===== src/rtl/mtmr_pkg.sv =====
package mtmr_pkg;
  localparam int BUS_AW = 4;
  localparam int BUS_DW = 32;

  localparam logic [BUS_AW-1:0] A_STATUS = 4'd0;
  localparam logic [BUS_AW-1:0] A_CNT_LO = 4'd1;
  localparam logic [BUS_AW-1:0] A_CNT_HI = 4'd2;
  localparam logic [BUS_AW-1:0] A_MATCH0 = 4'd3;

  typedef struct packed {
    logic              wr;
    logic              rd;
    logic [BUS_AW-1:0] addr;
    logic [BUS_DW-1:0] wdata;
  } bus_req_t;
endpackage


===== src/rtl/mtmr_counter.sv =====
module mtmr_counter #(
  parameter int CNT_W = 64,
  parameter int LO_W  = CNT_W / 2
) (
  input  logic             clk,
  input  logic             rst_n,
  input  logic             tick_en,
  output logic [CNT_W-1:0] cnt_q,
  output logic [LO_W-1:0]  nxt_lo
);
  logic [CNT_W-1:0] cnt_inc;

  // Value the counter takes on a tick; channels compare against it so a
  // hit lands on the same edge the counter reaches the match value.
  assign cnt_inc = cnt_q + CNT_W'(1);
  assign nxt_lo  = cnt_inc[LO_W-1:0];

  always_ff @(posedge clk) begin
    if (!rst_n)       cnt_q <= '0;
    else if (tick_en) cnt_q <= cnt_inc;
  end
endmodule


===== src/rtl/mtmr_channel.sv =====
module mtmr_channel #(
  parameter int LO_W = 32
) (
  input  logic            clk,
  input  logic            rst_n,
  input  logic            tick_en,
  input  logic [LO_W-1:0] nxt_lo,
  input  logic            match_we,
  input  logic [LO_W-1:0] match_wdata,
  input  logic            clr,
  input  logic            irq_en,
  output logic [LO_W-1:0] match_q,
  output logic            flag_q,
  output logic            irq_o
);
  logic hit;

  // Equality is tested only on a tick, against the value being entered.
  assign hit = tick_en && (nxt_lo == match_q);

  always_ff @(posedge clk) begin
    if (!rst_n) begin
      match_q <= '0;
      flag_q  <= 1'b0;
    end else begin
      if (match_we) match_q <= match_wdata;
      flag_q <= hit | (flag_q & ~clr);   // set has priority over clear
    end
  end

  assign irq_o = flag_q & irq_en;
endmodule


===== src/rtl/mtmr_regs.sv =====
module mtmr_regs
  import mtmr_pkg::*;
#(
  parameter int NUM_CH = 4,
  parameter int CNT_W  = 64,
  parameter int LO_W   = CNT_W / 2
) (
  input  logic                         clk,
  input  logic                         rst_n,
  input  bus_req_t                     req,
  input  logic [CNT_W-1:0]             cnt_q,
  input  logic [NUM_CH-1:0][LO_W-1:0]  match_q,
  input  logic [NUM_CH-1:0]            flag_q,
  input  logic [NUM_CH-1:0]            pend,
  output logic [NUM_CH-1:0]            match_we,
  output logic [LO_W-1:0]              match_wdata,
  output logic [NUM_CH-1:0]            clr,
  output logic [NUM_CH-1:0]            irq_en_q,
  output logic [BUS_DW-1:0]            rdata_q,
  output logic                         rvalid_q
);
  localparam int HI_W = CNT_W - LO_W;
  localparam logic [BUS_AW-1:0] EN_A   = BUS_AW'(int'(A_MATCH0) + NUM_CH);
  localparam logic [BUS_AW-1:0] PEND_A = BUS_AW'(int'(A_MATCH0) + NUM_CH + 1);

  logic              en_we;
  logic [BUS_DW-1:0] rd_mux;

  assign match_wdata = req.wdata[LO_W-1:0];
  assign en_we       = req.wr && (req.addr == EN_A);
  assign clr         = (req.wr && (req.addr == A_STATUS)) ? req.wdata[NUM_CH-1:0] : '0;

  always_comb begin
    for (int i = 0; i < NUM_CH; i++)
      match_we[i] = req.wr && (req.addr == BUS_AW'(int'(A_MATCH0) + i));
  end

  always_ff @(posedge clk) begin
    if (!rst_n)     irq_en_q <= '0;
    else if (en_we) irq_en_q <= req.wdata[NUM_CH-1:0];
  end

  always_comb begin
    rd_mux = '0;
    if (req.addr == A_STATUS)      rd_mux[NUM_CH-1:0] = flag_q;
    else if (req.addr == A_CNT_LO) rd_mux[LO_W-1:0]   = cnt_q[LO_W-1:0];
    else if (req.addr == A_CNT_HI) rd_mux[HI_W-1:0]   = cnt_q[CNT_W-1:LO_W];
    else if (req.addr == EN_A)     rd_mux[NUM_CH-1:0] = irq_en_q;
    else if (req.addr == PEND_A)   rd_mux[NUM_CH-1:0] = pend;
    for (int i = 0; i < NUM_CH; i++)
      if (req.addr == BUS_AW'(int'(A_MATCH0) + i)) rd_mux[LO_W-1:0] = match_q[i];
  end

  always_ff @(posedge clk) begin
    if (!rst_n) begin
      rdata_q  <= '0;
      rvalid_q <= 1'b0;
    end else begin
      rvalid_q <= req.rd;
      rdata_q  <= req.rd ? rd_mux : '0;
    end
  end
endmodule


===== src/rtl/match_timer.sv =====
module match_timer
  import mtmr_pkg::*;
#(
  parameter int CNT_W  = 64,
  parameter int NUM_CH = 4
) (
  input  logic              clk,
  input  logic              rst_n,
  input  logic              tick_en,
  input  logic              bus_wr,
  input  logic              bus_rd,
  input  logic [3:0]        bus_addr,
  input  logic [31:0]       bus_wdata,
  output logic [31:0]       bus_rdata,
  output logic              bus_rvalid,
  output logic [NUM_CH-1:0] irq
);
  localparam int LO_W = CNT_W / 2;

  bus_req_t                    req;
  logic [CNT_W-1:0]            cnt_q;
  logic [LO_W-1:0]             nxt_lo;
  logic [NUM_CH-1:0][LO_W-1:0] match_q;
  logic [NUM_CH-1:0]           flag_q;
  logic [NUM_CH-1:0]           irq_en_q;
  logic [NUM_CH-1:0]           match_we;
  logic [NUM_CH-1:0]           clr;
  logic [LO_W-1:0]             match_wdata;

  assign req.wr    = bus_wr;
  assign req.rd    = bus_rd;
  assign req.addr  = bus_addr;
  assign req.wdata = bus_wdata;

  mtmr_counter #(.CNT_W(CNT_W), .LO_W(LO_W)) u_cnt (
    .clk(clk), .rst_n(rst_n), .tick_en(tick_en),
    .cnt_q(cnt_q), .nxt_lo(nxt_lo)
  );

  for (genvar n = 0; n < NUM_CH; n++) begin : g_ch
    mtmr_channel #(.LO_W(LO_W)) u_ch (
      .clk(clk), .rst_n(rst_n), .tick_en(tick_en), .nxt_lo(nxt_lo),
      .match_we(match_we[n]), .match_wdata(match_wdata), .clr(clr[n]),
      .irq_en(irq_en_q[n]), .match_q(match_q[n]), .flag_q(flag_q[n]),
      .irq_o(irq[n])
    );
  end

  mtmr_regs #(.NUM_CH(NUM_CH), .CNT_W(CNT_W), .LO_W(LO_W)) u_regs (
    .clk(clk), .rst_n(rst_n), .req(req), .cnt_q(cnt_q), .match_q(match_q),
    .flag_q(flag_q), .pend(irq), .match_we(match_we), .match_wdata(match_wdata),
    .clr(clr), .irq_en_q(irq_en_q), .rdata_q(bus_rdata), .rvalid_q(bus_rvalid)
  );
endmodule


===== config.mk =====
export PLATFORM = sky130hd
export DESIGN_NAME = match_timer
export DESIGN_NICKNAME = d
export VERILOG_FILES = /design/src/rtl/mtmr_pkg.sv /design/src/rtl/mtmr_counter.sv /design/src/rtl/mtmr_channel.sv /design/src/rtl/mtmr_regs.sv /design/src/rtl/match_timer.sv
export SDC_FILE = /design/constraint.sdc
export NUM_CORES = 1
export LEC_CHECK = 0
export BUFFER_PORTS_ARGS = -buffer_cell sky130_fd_sc_hd__buf_2
export CELL_PAD_IN_SITES_DETAIL_PLACEMENT = 0
export CELL_PAD_IN_SITES_GLOBAL_PLACEMENT = 1
export CORE_MARGIN = 2
export CORE_UTILIZATION = 42
export CTS_CLUSTER_SIZE = 40
export DETAILED_ROUTE_END_ITERATION = 6
export MAX_ROUTING_LAYER = met4
export PLACE_DENSITY_LB_ADDON = 0.1
export SLEW_MARGIN = 15
export SYNTH_ARGS = -nofsm -noshare
export SYNTH_HDL_FRONTEND = slang
export SYNTH_SLANG_ARGS = --single-unit

===== constraint.sdc =====
create_clock -name clk -period 3.1 [get_ports clk]
set_input_delay 0.155 -clock clk [delete_from_list [all_inputs] [get_ports clk]]
set_output_delay 0.155 -clock clk [all_outputs]
set_load 0.03 [all_outputs]

# After elaboration in Yosys (flattened, before gate mapping)
# Cells that the tools add are included.
[totals]
input_bits = 41
output_inout_bits = 37
regBits = 233
[op_classes]
n_reduce_logical = 12
n_bitwise = 16
add_sub_neg = 1
mux = 12
n_eq_ne = 12
[ops]
columns = ["operator", "count"]
rows = [
  ["32-bit 2-to-1 mux", 5],
  ["32-bit equality test", 4],
  ["64-bit by 1-bit adder with 64-bit output, second input constant", 1],
  ["28-bit 2-to-1 mux", 2],
  ["4-bit 2-to-1 mux", 5],
  ["4-bit by 3-bit equality test with 1-bit output, second input constant", 4],
  ["1-bit logical AND", 10],
  ["1-bit AND", 8],
  ["4-bit by 2-bit equality test with 1-bit output, second input constant", 2],
  ["4-bit by 1-bit equality test with 1-bit output, second input constant", 1],
  ["4-bit equality test, second input constant", 1],
  ["4-bit logical NOT", 1],
  ["1-bit inverter", 4],
  ["1-bit bitwise OR", 4],
  ["2-bit AND reduction", 1],
]

# Logic depth before layout (Yosys ltp)
# Gate-level depths: netlist of run 1.
[depth]
depth_word = 10
mapped_depth = 11

# Modules after synthesis
# From an unflattened synthesis of run 1, not the netlist that was laid out.
[hier_totals]
hier_cells = 1392
area_unflattened_um2 = 12728.5
[by_module_without_submodules]
columns = ["mod", "cells_each", "instances", "area_per_inst_um2", "seq_area_each_um2"]
rows = [
  ["mtmr_channel", 150, 4, 1579.0, 660.6],
  ["mtmr_counter", 467, 1, 3729.8, 1281.2],
  ["mtmr_regs", 325, 1, 2682.6, 740.7],
]

# Least setup slack after synthesis of run 1
# No wires, ideal clock.
[synth_timing]
kind = "register to register"
from = "reg u_cnt.cnt_q[1]"
to = "reg g_ch[0].u_ch.flag_q"
t_required_ps = 3016
setup_ps = 84
arrival_time_ps = 3327
synth_period_minus_slack_ps = 3411
setup_slack_ps = -311
stages_incl_launch_ff = 10
cell_sequence = "dfxtp_1 -> ha_1 -> nand3_1 -> nor4_1 -> xor2_1 -> xnor2_1 -> o31ai_1 -> or4_1 -> or4_1 -> o31ai_2"
[synth_between]
elab_chain_cells = 4
[synth_lines]
columns = ["item", "line", "rtl"]
rows = [
  ["start, declared", "mtmr_counter.sv:8", "output logic [CNT_W-1:0] cnt_q,"],
  ["start signal, assigned", "mtmr_counter.sv:20", "else if (tick_en) cnt_q <= cnt_inc;"],
  ["64-bit by 1-bit adder with 64-bit output", "mtmr_counter.sv:15", "assign cnt_inc = cnt_q + CNT_W'(1);"],
  ["32-bit equality test", "mtmr_channel.sv:19", "assign hit = tick_en && (nxt_lo == match_q);"],
  ["1-bit logical AND", "mtmr_channel.sv:19", ""],
  ["1-bit bitwise OR", "mtmr_channel.sv:27", "flag_q <= hit | (flag_q & ~clr);"],
  ["end signal, assigned", "mtmr_channel.sv:27", ""],
  ["end, declared", "mtmr_channel.sv:13", "output logic flag_q,"],
]
# No other way between the ends.
# A chain may end at the register's enable or synchronous reset.

# Worst setup path in the final report of run 1
[layout_timing]
from = "reg u_cnt.cnt_q[14]"
to = "reg g_ch[1].u_ch.flag_q"
[layout_between]
elab_chain_cells = 4
[layout_lines]
columns = ["item", "line"]
rows = [
  ["64-bit by 1-bit adder with 64-bit output", "mtmr_counter.sv:15"],
  ["32-bit equality test", "mtmr_channel.sv:19"],
  ["1-bit logical AND", "mtmr_channel.sv:19"],
  ["1-bit bitwise OR", "mtmr_channel.sv:27"],
  ["end signal, assigned", "mtmr_channel.sv:27"],
  ["end, declared", "mtmr_channel.sv:13"],
]
# No other way between the ends.

==> results of run 1 <==
==> worst min-delay path: stages <==
cell	delay [ps]
buf_2	180
nor2_1	130
a221oi_1	80
nor2_1	90
==> final cells by class <==
| type | instances | area [um^2] |
|---|---|---|
| multi-input combinational | 1335 | 8650 |
| clock inverter | 16 | 215 |
| sequential | 233 | 4680 |
| inverter | 13 | 48.8 |
| fill | 3184 | 15500 |
| timing repair buffer | 279 | 1990 |
| antenna | 2 | 5.00 |
| tap | 442 | 553 |
| clock buffer | 33 | 748 |
==> metal layers <==
layer | track usage | vias up | part of all wire
met4 | 0.0924 | 0 | 0.028
met2 | 0.532 | 624 | 0.44
li1 | - | 6340 | -
met5 | - | - | 0
met1 | 0.498 | 6626 | 0.46
met3 | 0.0431 | 89 | 0.078
==> cell families (layout without fill, tap and decap cells) <==
group           after synthesis  after routing  share of synthesized area
simple gates                734            734                      0.267
compound gates              382            382                      0.201
flops                       233            233                      0.340
xor+xnor                    203            203                      0.134
buf+inv                     151            341                     0.0462
mux                          15             15                     0.0110
fa+ha+maj                     1              1                   0.000912
other cells                   0              2                          0
==> where the power goes <==
| group | switching (mW) | leakage [nW] | internal [mW] |
|---|---|---|---|
| sequential | 0.0481 | 1.88 | 3.02 |
| clock | 1.36 | 0.481 | 2.12 |
| combinational | 0.285 | 3.87 | 0.176 |
| total | 1.70 | 6.23 | 5.33 |
==> synth_stat cells (4+ instances only) <==
| cell | n |
|---|---|
| nor2_1 | 46 |
| a221oi_1 | 4 |
| buf_2 | 14 |
| o211ai_1 | 4 |
| nor3b_1 | 15 |
| a22oi_1 | 58 |
| nor3_2 | 4 |
| xor2_1 | 60 |
| nand4_1 | 30 |
| xnor2_1 | 139 |
| buf_4 | 13 |
| a22o_1 | 25 |
| a31oi_1 | 34 |
| nand2_1 | 362 |
| nor3_1 | 26 |
| and3_1 | 28 |
| or4_1 | 10 |
| nand3_1 | 49 |
| inv_1 | 13 |
| and2_1 | 58 |
| and4_1 | 10 |
| o2111ai_1 | 8 |
| nand3b_1 | 4 |
| or3_1 | 13 |
| a21boi_0 | 135 |
| nor4_1 | 18 |
| clkbuf_1 | 101 |
| o21ai_0 | 31 |
| mux2i_1 | 14 |
| a211oi_1 | 5 |
| buf_1 | 9 |
| a21oi_1 | 28 |
| nor2b_1 | 26 |
| o31ai_1 | 5 |
| dfxtp_1 | 233 |
| o22ai_1 | 7 |
| nand2b_1 | 13 |
==> placed cells by master (no fill, tap or decap), drive strengths merged, types with 5 or more instances in the layout <==
cell type / count
nand2: 362
buf: 247
dfxtp: 233
xnor2: 139
a21boi: 135
xor2: 60
and2: 58
a22oi: 58
nand3: 50
nor2: 48
a31oi: 34
nand4: 34
o21ai: 33
clkbuf: 33
dlygate4sd3: 32
nor3: 32
and3: 29
a21oi: 28
nor2b: 26
a22o: 25
nor4: 21
nor3b: 15
mux2i: 14
inv: 14
nand2b: 13
or3: 13
and4: 10
or4: 10
clkinv: 9
o2111ai: 8
o22ai: 7
o31ai: 6
bufinv: 5
a211oi: 5
==> through the flow <==
| step | hold WS [ps] | instance area, um^2 | instances |
|---|---|---|---|
| after global placement | 444 | 15300 | 2258 |
| after floorplan | 300 | 13700 | 1719 |
| after global routing | 189 | 16900 | 2353 |
| final | 128 | 16900 | 2353 |
| after CTS | 106 | 16700 | 2344 |
| after detailed placement | 451 | 15300 | 2258 |
==> registers in the layout, summed over array words and instances (netlist names) <==
| signal | count |
|---|---|
| g_ch.u_ch.flag_q | 4 |
| g_ch.u_ch.match_q | 128 |
| u_cnt.cnt_q | 64 |
| u_regs.irq_en_q | 4 |
| u_regs.rdata_q | 32 |
| u_regs.rvalid_q | 1 |
==> worst paths after layout <==
check	endpoint	depth (start not counted)
max	g_ch[1].u_ch.flag_q$_SDFF_PN0_	8
min	u_regs.rdata_q[8]$_SDFF_PN0_	4
max reg2reg	g_ch[1].u_ch.flag_q$_SDFF_PN0_	8
min reg2reg	g_ch[3].u_ch.match_q[16]$_SDFFE_PN0P_	2
==> timing repair <==
action | in CTS | in global routing
endpoints found under the setup margin | 3 | 8
buffers inserted | 5 | 7
gates resized for setup | 22 | 27
endpoints found under the hold margin | 132 | 0
pin swaps | 6 | 11
hold buffers | 32 | 0
==> results.py, run 1 <==
metrics = {
    "synth": {
        "yosys_warnings": 0,
        "synth.largest_area_cell": "dfxtp_1",
        "yosys.area.top_type_share": 0.340,
        "synth_cell_type_count": 77,
        "syn_area_per_cell_um2": 7.98,
        "synthTopCellsByArea": "dfxtp_1, nand2_1, xnor2_1, a21boi_0, xor2_1",
        "synth_edf_count": 0,
        "ys_ff_latch": 233,
        "syn_nets": 1761,
        "synthArstFlopShare": 0,
        "netlist_instances": 1719,
        "ys_seq_area_frac": 0.340,
        "syn-cell-area_um2": 13700,
        "synthFlopType": "dfxtp_1",
    },
    "setup_path": {
        "crit_fanout": 5,
        "worstPathCellList": "nand4_2, or2_1, nor2_4, o21ai_2, or4_1, or3_1, or4_4, o31ai_2",
        "cp_slowest_cell": "or4_1",
        "r2r-start": "u_cnt.cnt_q[14]$_SDFFE_PN0P_",
        "rrSetupSlack_ps": 20,
        "slowest_delay_ps": 560,
        "endpoint_kind": "register",
        "startpoint": "u_cnt.cnt_q[14]$_SDFFE_PN0P_",
        "cp-start-kind": "register",
        "critPathTopFamily": "simple AND/OR/NAND/NOR gates",
        "worstPathRequired_ps": 3570,
        "critPathBufInv": 0,
        "critPathKind": "reg -> reg",
        "cp.arrival_ps": 3560,
    },
    "global_route": {
        "grt_pass1_vias": 12900,
        "grt_max_degree": 105,
        "grt_pass1_wl_mm": 86.1,
        "grt_usage": 0.352,
        "overflow": 0,
        "antenna_found_initial": 1,
    },
    "sta": {
        "finalWorstSetupSlack_ps": 18.4,
        "drv_slew": 0,
        "rsz0062_at_grt": "true",
        "tns_ps": 0,
        "finalSetupViolCount": 0,
        "layout_min_cycle_time_ps": 3080,
        "slew_headroom": 0.343,
        "worst_pin_slew_ps": 985,
        "min_period_over_period": 0.994,
        "hold_viol_final": 0,
        "skew_ps": 13.6,
        "fmax_mhz": 325,
    },
    "place": {
        "hpwl_mm": 44.1,
        "port_buffers": 77,
        "pre_cts_slack_ps": -366,
        "gp_congestion": 1.07,
    },
    "cts": {
        "cts.sinks": 233,
        "clk_latency_ps": 560,
        "cts_tree": "built",
        "clockBufferDepth": 3,
        "clk_pin_slew_worst_paths_ps": 70,
        "clock-root-buffer": "clkbuf_16",
        "cts_max_level": 1,
        "cts_buffers": 27,
    },
    "cells_and_area": {
        "final_nets": 1931,
        "syn_to_final_growth_pct": 23.1,
        "postLayoutCoreUtil": 0.522,
        "drive_gt1_frac": 0.191,
    },
    "floorplanning": {
        "die_area_um2": 34100,
        "fp.dieH_um": 185,
        "placementRows": 66,
        "initial_utilization": 0.424,
        "die_w_um": 185,
        "io_pins": 78,
        "core_um2": 32400,
    },
    "worst_hold_path": {
        "hp-class": "in -> reg",
        "hp-start": "bus_addr[3]",
    },
    "power_and_ir_drop": {
        "p_per_area_nw_per_um2": 416,
        "finalPower_mw": 7.02,
        "p_leak_nw": 6.23,
        "irDropWorstVdd_uv": 388,
    },
    "route": {
        "avgRoutedWirePerCell_um": 25.0,
        "ant_nets": 0,
        "dr_total_vias": 13700,
        "dr.pass1.iters": 5,
        "drcViolationCount": 0,
        "vias_per_cell": 5.81,
        "drtIter0Drc": 1405,
        "wl_mm": 58.8,
    },
    "flow_run": {
        "drv_cap": 0,
    },
    "status": {
        "status": "finished, final reports clean",
    },
}
(Power assumes the default switching activity.)
==> run 2: changes to the inputs <==
--- a/config.mk
+++ b/config.mk
@@ -5,11 +5,12 @@
 export SDC_FILE = /design/constraint.sdc
 export NUM_CORES = 1
 export LEC_CHECK = 0
+export ABC_AREA = 1
 export BUFFER_PORTS_ARGS = -buffer_cell sky130_fd_sc_hd__buf_2
 export CELL_PAD_IN_SITES_DETAIL_PLACEMENT = 0
 export CELL_PAD_IN_SITES_GLOBAL_PLACEMENT = 1
 export CORE_MARGIN = 2
-export CORE_UTILIZATION = 42
+export CORE_UTILIZATION = 40
 export CTS_CLUSTER_SIZE = 40
 export DETAILED_ROUTE_END_ITERATION = 6
 export MAX_ROUTING_LAYER = met4
==> run 2 against run 1 <==
  * Flip-flop and latch count is the same
  * Worst setup slack gained 210 ps
  * Sequential share of layout area grew 3.3 points
  * Utilization shrank 4.4 points
  * Worst hold slack lost 110 ps
==> results.py, run 2 <==
metrics = {
    "status": {
        "status": "finished, final reports clean",
    },
    "setup_path": {
        "cp-start-kind": "register",
        "critPathKind": "reg -> reg",
        "crit_fanout": 7,
        "endpoint_kind": "register",
        "rrSetupSlack_ps": 230,
        "cp.arrival_ps": 3350,
        "reg2regPathDepth": 11,
        "r2r-start": "u_cnt.cnt_q[25]$_SDFFE_PN0P_",
        "worstPathRequired_ps": 3570,
        "rr_endpoint": "g_ch[2].u_ch.flag_q$_SDFF_PN0_",
    },
    "worst_hold_path": {
        "hold_depth": 3,
        "hp-class": "in -> reg",
        "hp-start": "bus_wdata[1]",
        "min_to": "u_regs.irq_en_q[1]$_SDFFE_PN0P_",
    },
    "cells_and_area": {
        "reg_top3": "g_ch.u_ch.match_q (128), u_cnt.cnt_q (64), u_regs.rdata_q (32)",
        "final_common_cell": "nand2_1",
        "syn_to_final_growth_pct": 17.8,
        "drive_gt1_frac": 0.115,
        "layout_common_cells": "nand2_1, o21ai_0, dfxtp_1",
        "postLayoutCoreUtil": 0.478,
        "largest_reg_flops": 128,
        "regMostFlops": "g_ch.u_ch.match_q",
        "antenna_cells": 0,
        "final_nets": 2106,
    },
    "cts": {
        "clockBufferDepth": 3,
        "cts_tree": "built",
        "cts_max_level": 1,
        "post_cts_buffers": 0,
        "cts_buffers": 28,
        "clock-root-buffer": "clkbuf_16",
        "cts.sinks": 233,
        "clk_pin_slew_worst_paths_ps": 60,
        "clk_latency_ps": 550,
    },
    "sta": {
        "slew_headroom": 0.492,
        "min_period_over_period": 0.927,
        "finalSetupViolCount": 0,
        "tns_ps": 0,
        "skew_ps": 12.3,
        "hold_viol_final": 0,
        "rsz0062_at_grt": "false",
        "fmax_mhz": 348,
        "layout_min_cycle_time_ps": 2870,
        "drv_slew": 0,
        "worst_pin_slew_ps": 755,
    },
    "global_route": {
        "grt_pass1_vias": 12700,
        "antenna_found_initial": 0,
        "grt_usage": 0.323,
        "grt_max_degree": 76,
        "grt_pass1_wl_mm": 78.9,
        "overflow": 0,
    },
    "floorplanning": {
        "io_pins": 78,
        "die_w_um": 183,
        "core_um2": 31500,
        "die_area_um2": 33400,
        "initial_utilization": 0.406,
        "placementRows": 65,
        "fp.dieH_um": 183,
    },
    "power_and_ir_drop": {
        "p_per_area_nw_per_um2": 503,
        "p_leak_nw": 5.89,
        "irDropWorstVdd_uv": 391,
    },
    "synth": {
        "synth_edf_count": 0,
        "netlist_instances": 1973,
        "synth_xor_area_frac": 0.0346,
        "synth_cell_type_count": 43,
        "syn_area_per_cell_um2": 6.48,
        "syn-cell-area_um2": 12800,
        "yosys.area_share.simple": 0.296,
        "synth.largest_area_cell": "dfxtp_1",
        "synthAdderAreaFrac": 0.000979,
        "ys_seq_area_frac": 0.365,
        "ys_ff_latch": 233,
        "synthTopCellsByArea": "dfxtp_1, nand2_1, o21ai_0, a21oi_1, inv_1",
        "yosys.area.top_type_share": 0.365,
        "yosys_warnings": 0,
        "synthFlopType": "dfxtp_1",
        "synthMuxAreaShare": 0,
        "synth_top_family_by_area": "simple AND/OR/NAND/NOR gates",
        "synth_commonest_cells": "nand2_1, o21ai_0, dfxtp_1",
        "synth_compound_gate_area_share": 0.209,
        "syn_nets": 2015,
        "synthArstFlopShare": 0,
        "yosysMostFrequentCell": "nand2_1",
    },
    "route": {
        "avgRoutedWirePerCell_um": 21.2,
        "drcViolationCount": 0,
        "vias_per_cell": 5.47,
        "drtIter0Drc": 1218,
        "dr.pass1.iters": 5,
        "dr_total_vias": 13600,
        "ant_nets": 0,
        "wl_mm": 52.8,
    },
    "place": {
        "port_buffers": 77,
        "gp_congestion": 0.980,
        "hpwl_mm": 39.1,
    },
    "flow_run": {
        "drv_cap": 0,
    },
}
run 2: changes by cell type after synthesis, sizes merged, moves of 58 or more:
cell,before,now
and2,58,0
nor2,48,165
xnor2,139,1
a21boi,135,0
a22oi,58,0
inv,13,225
a21oi,28,229
nand3,50,160
nand2,362,472
o21ai,33,239
run 2: layer usage:
| layer | wire length, um | vias to the layer above | global-route usage |
|---|---|---|---|
| met3 | 3580 | 100 | 0.0427 |
| met4 | 1980 | 0 | 0.106 |
| li1 | - | 6691 | - |
| met5 | 0 | - | - |
| met1 | 24800 | 6315 | 0.453 |
| met2 | 22400 | 493 | 0.481 |
run 2: how the worst max path moves through the flow:
stage / from / cells past startpoint / end
final: u_cnt.cnt_q[25]$_SDFFE_PN0P_ / 11 / g_ch[2].u_ch.flag_q$_SDFF_PN0_
after global placement: u_cnt.cnt_q[0]$_SDFFE_PN0P_ / 13 / g_ch[2].u_ch.flag_q$_SDFF_PN0_
after global routing: u_cnt.cnt_q[0]$_SDFFE_PN0P_ / 15 / g_ch[2].u_ch.flag_q$_SDFF_PN0_
after floorplan: u_cnt.cnt_q[1]$_SDFFE_PN0P_ / 12 / u_cnt.cnt_q[56]$_SDFFE_PN0P_
after detailed placement: u_cnt.cnt_q[0]$_SDFFE_PN0P_ / 13 / g_ch[2].u_ch.flag_q$_SDFF_PN0_
after CTS: u_cnt.cnt_q[0]$_SDFFE_PN0P_ / 13 / g_ch[2].u_ch.flag_q$_SDFF_PN0_
run 2: repair_timing:
action                                  in CTS  in global routing
gates resized for setup                      0                  1
hold buffers                                32                  0
endpoints found under the hold margin      117                  0
endpoints found under the setup margin       0                  3
run 2: report_power, final:
part	total, mW	leakage (nW)	switching (mW)	internal, mW
clock network	3.64	0.500	1.37	2.26
registers	3.14	1.89	0.0729	3.06
logic	0.798	3.50	0.549	0.249
run 2: final cells by class:
cell class | count | area, um^2
clock buffer | 39 | 823
clock inverter | 13 | 199
fill | 3366 | 16400
inverter | 227 | 856
multi-input combinational | 1425 | 6950
sequential | 233 | 4670
tap | 402 | 503
timing repair buffer | 149 | 1060
run 2: kinds of logic (layout without fill, tap and decap cells):
| kind of cell | Yosys count | in the layout |
|---|---|---|
| flip-flops | 233 | 233 |
| AND/OR/NAND/NOR | 859 | 859 |
| buffers and inverters | 315 | 428 |
| adder cells (fa/ha/maj) | 1 | 1 |
| XOR/XNOR | 49 | 49 |
| AO/OA/AOI/OAI | 516 | 516 |
run 2: stage by stage:
stage | worst slack [ps] | cells | area [um^2] | total power [mW] | hold slack, ps
2_1_floorplan | 1200 | 1973 | 12800 | 3.64 | 321
3_3_place_gp | 126 | 2404 | 13700 | 3.96 | 456
3_5_place_dp | 156 | 2404 | 13700 | 3.95 | 462
4_1_cts | 139 | 2488 | 15100 | 7.62 | 6.73
5_1_grt | 3.40 | 2488 | 15100 | 7.85 | 30.6
6_report | 226 | 2488 | 15100 | 7.57 | 12.9
run 2: worst max-delay path, stage by stage, from the launching register on:
cell and delay [ps]:
dfxtp_1 530, nand2_1 100, nor2_1 290, nand2_1 200, nor2_1 160, nand3_1 110, nand2_1 220, xor2_1 410
nand3_1 350, nor2_1 170, nand3_1 110, a21oi_1 140
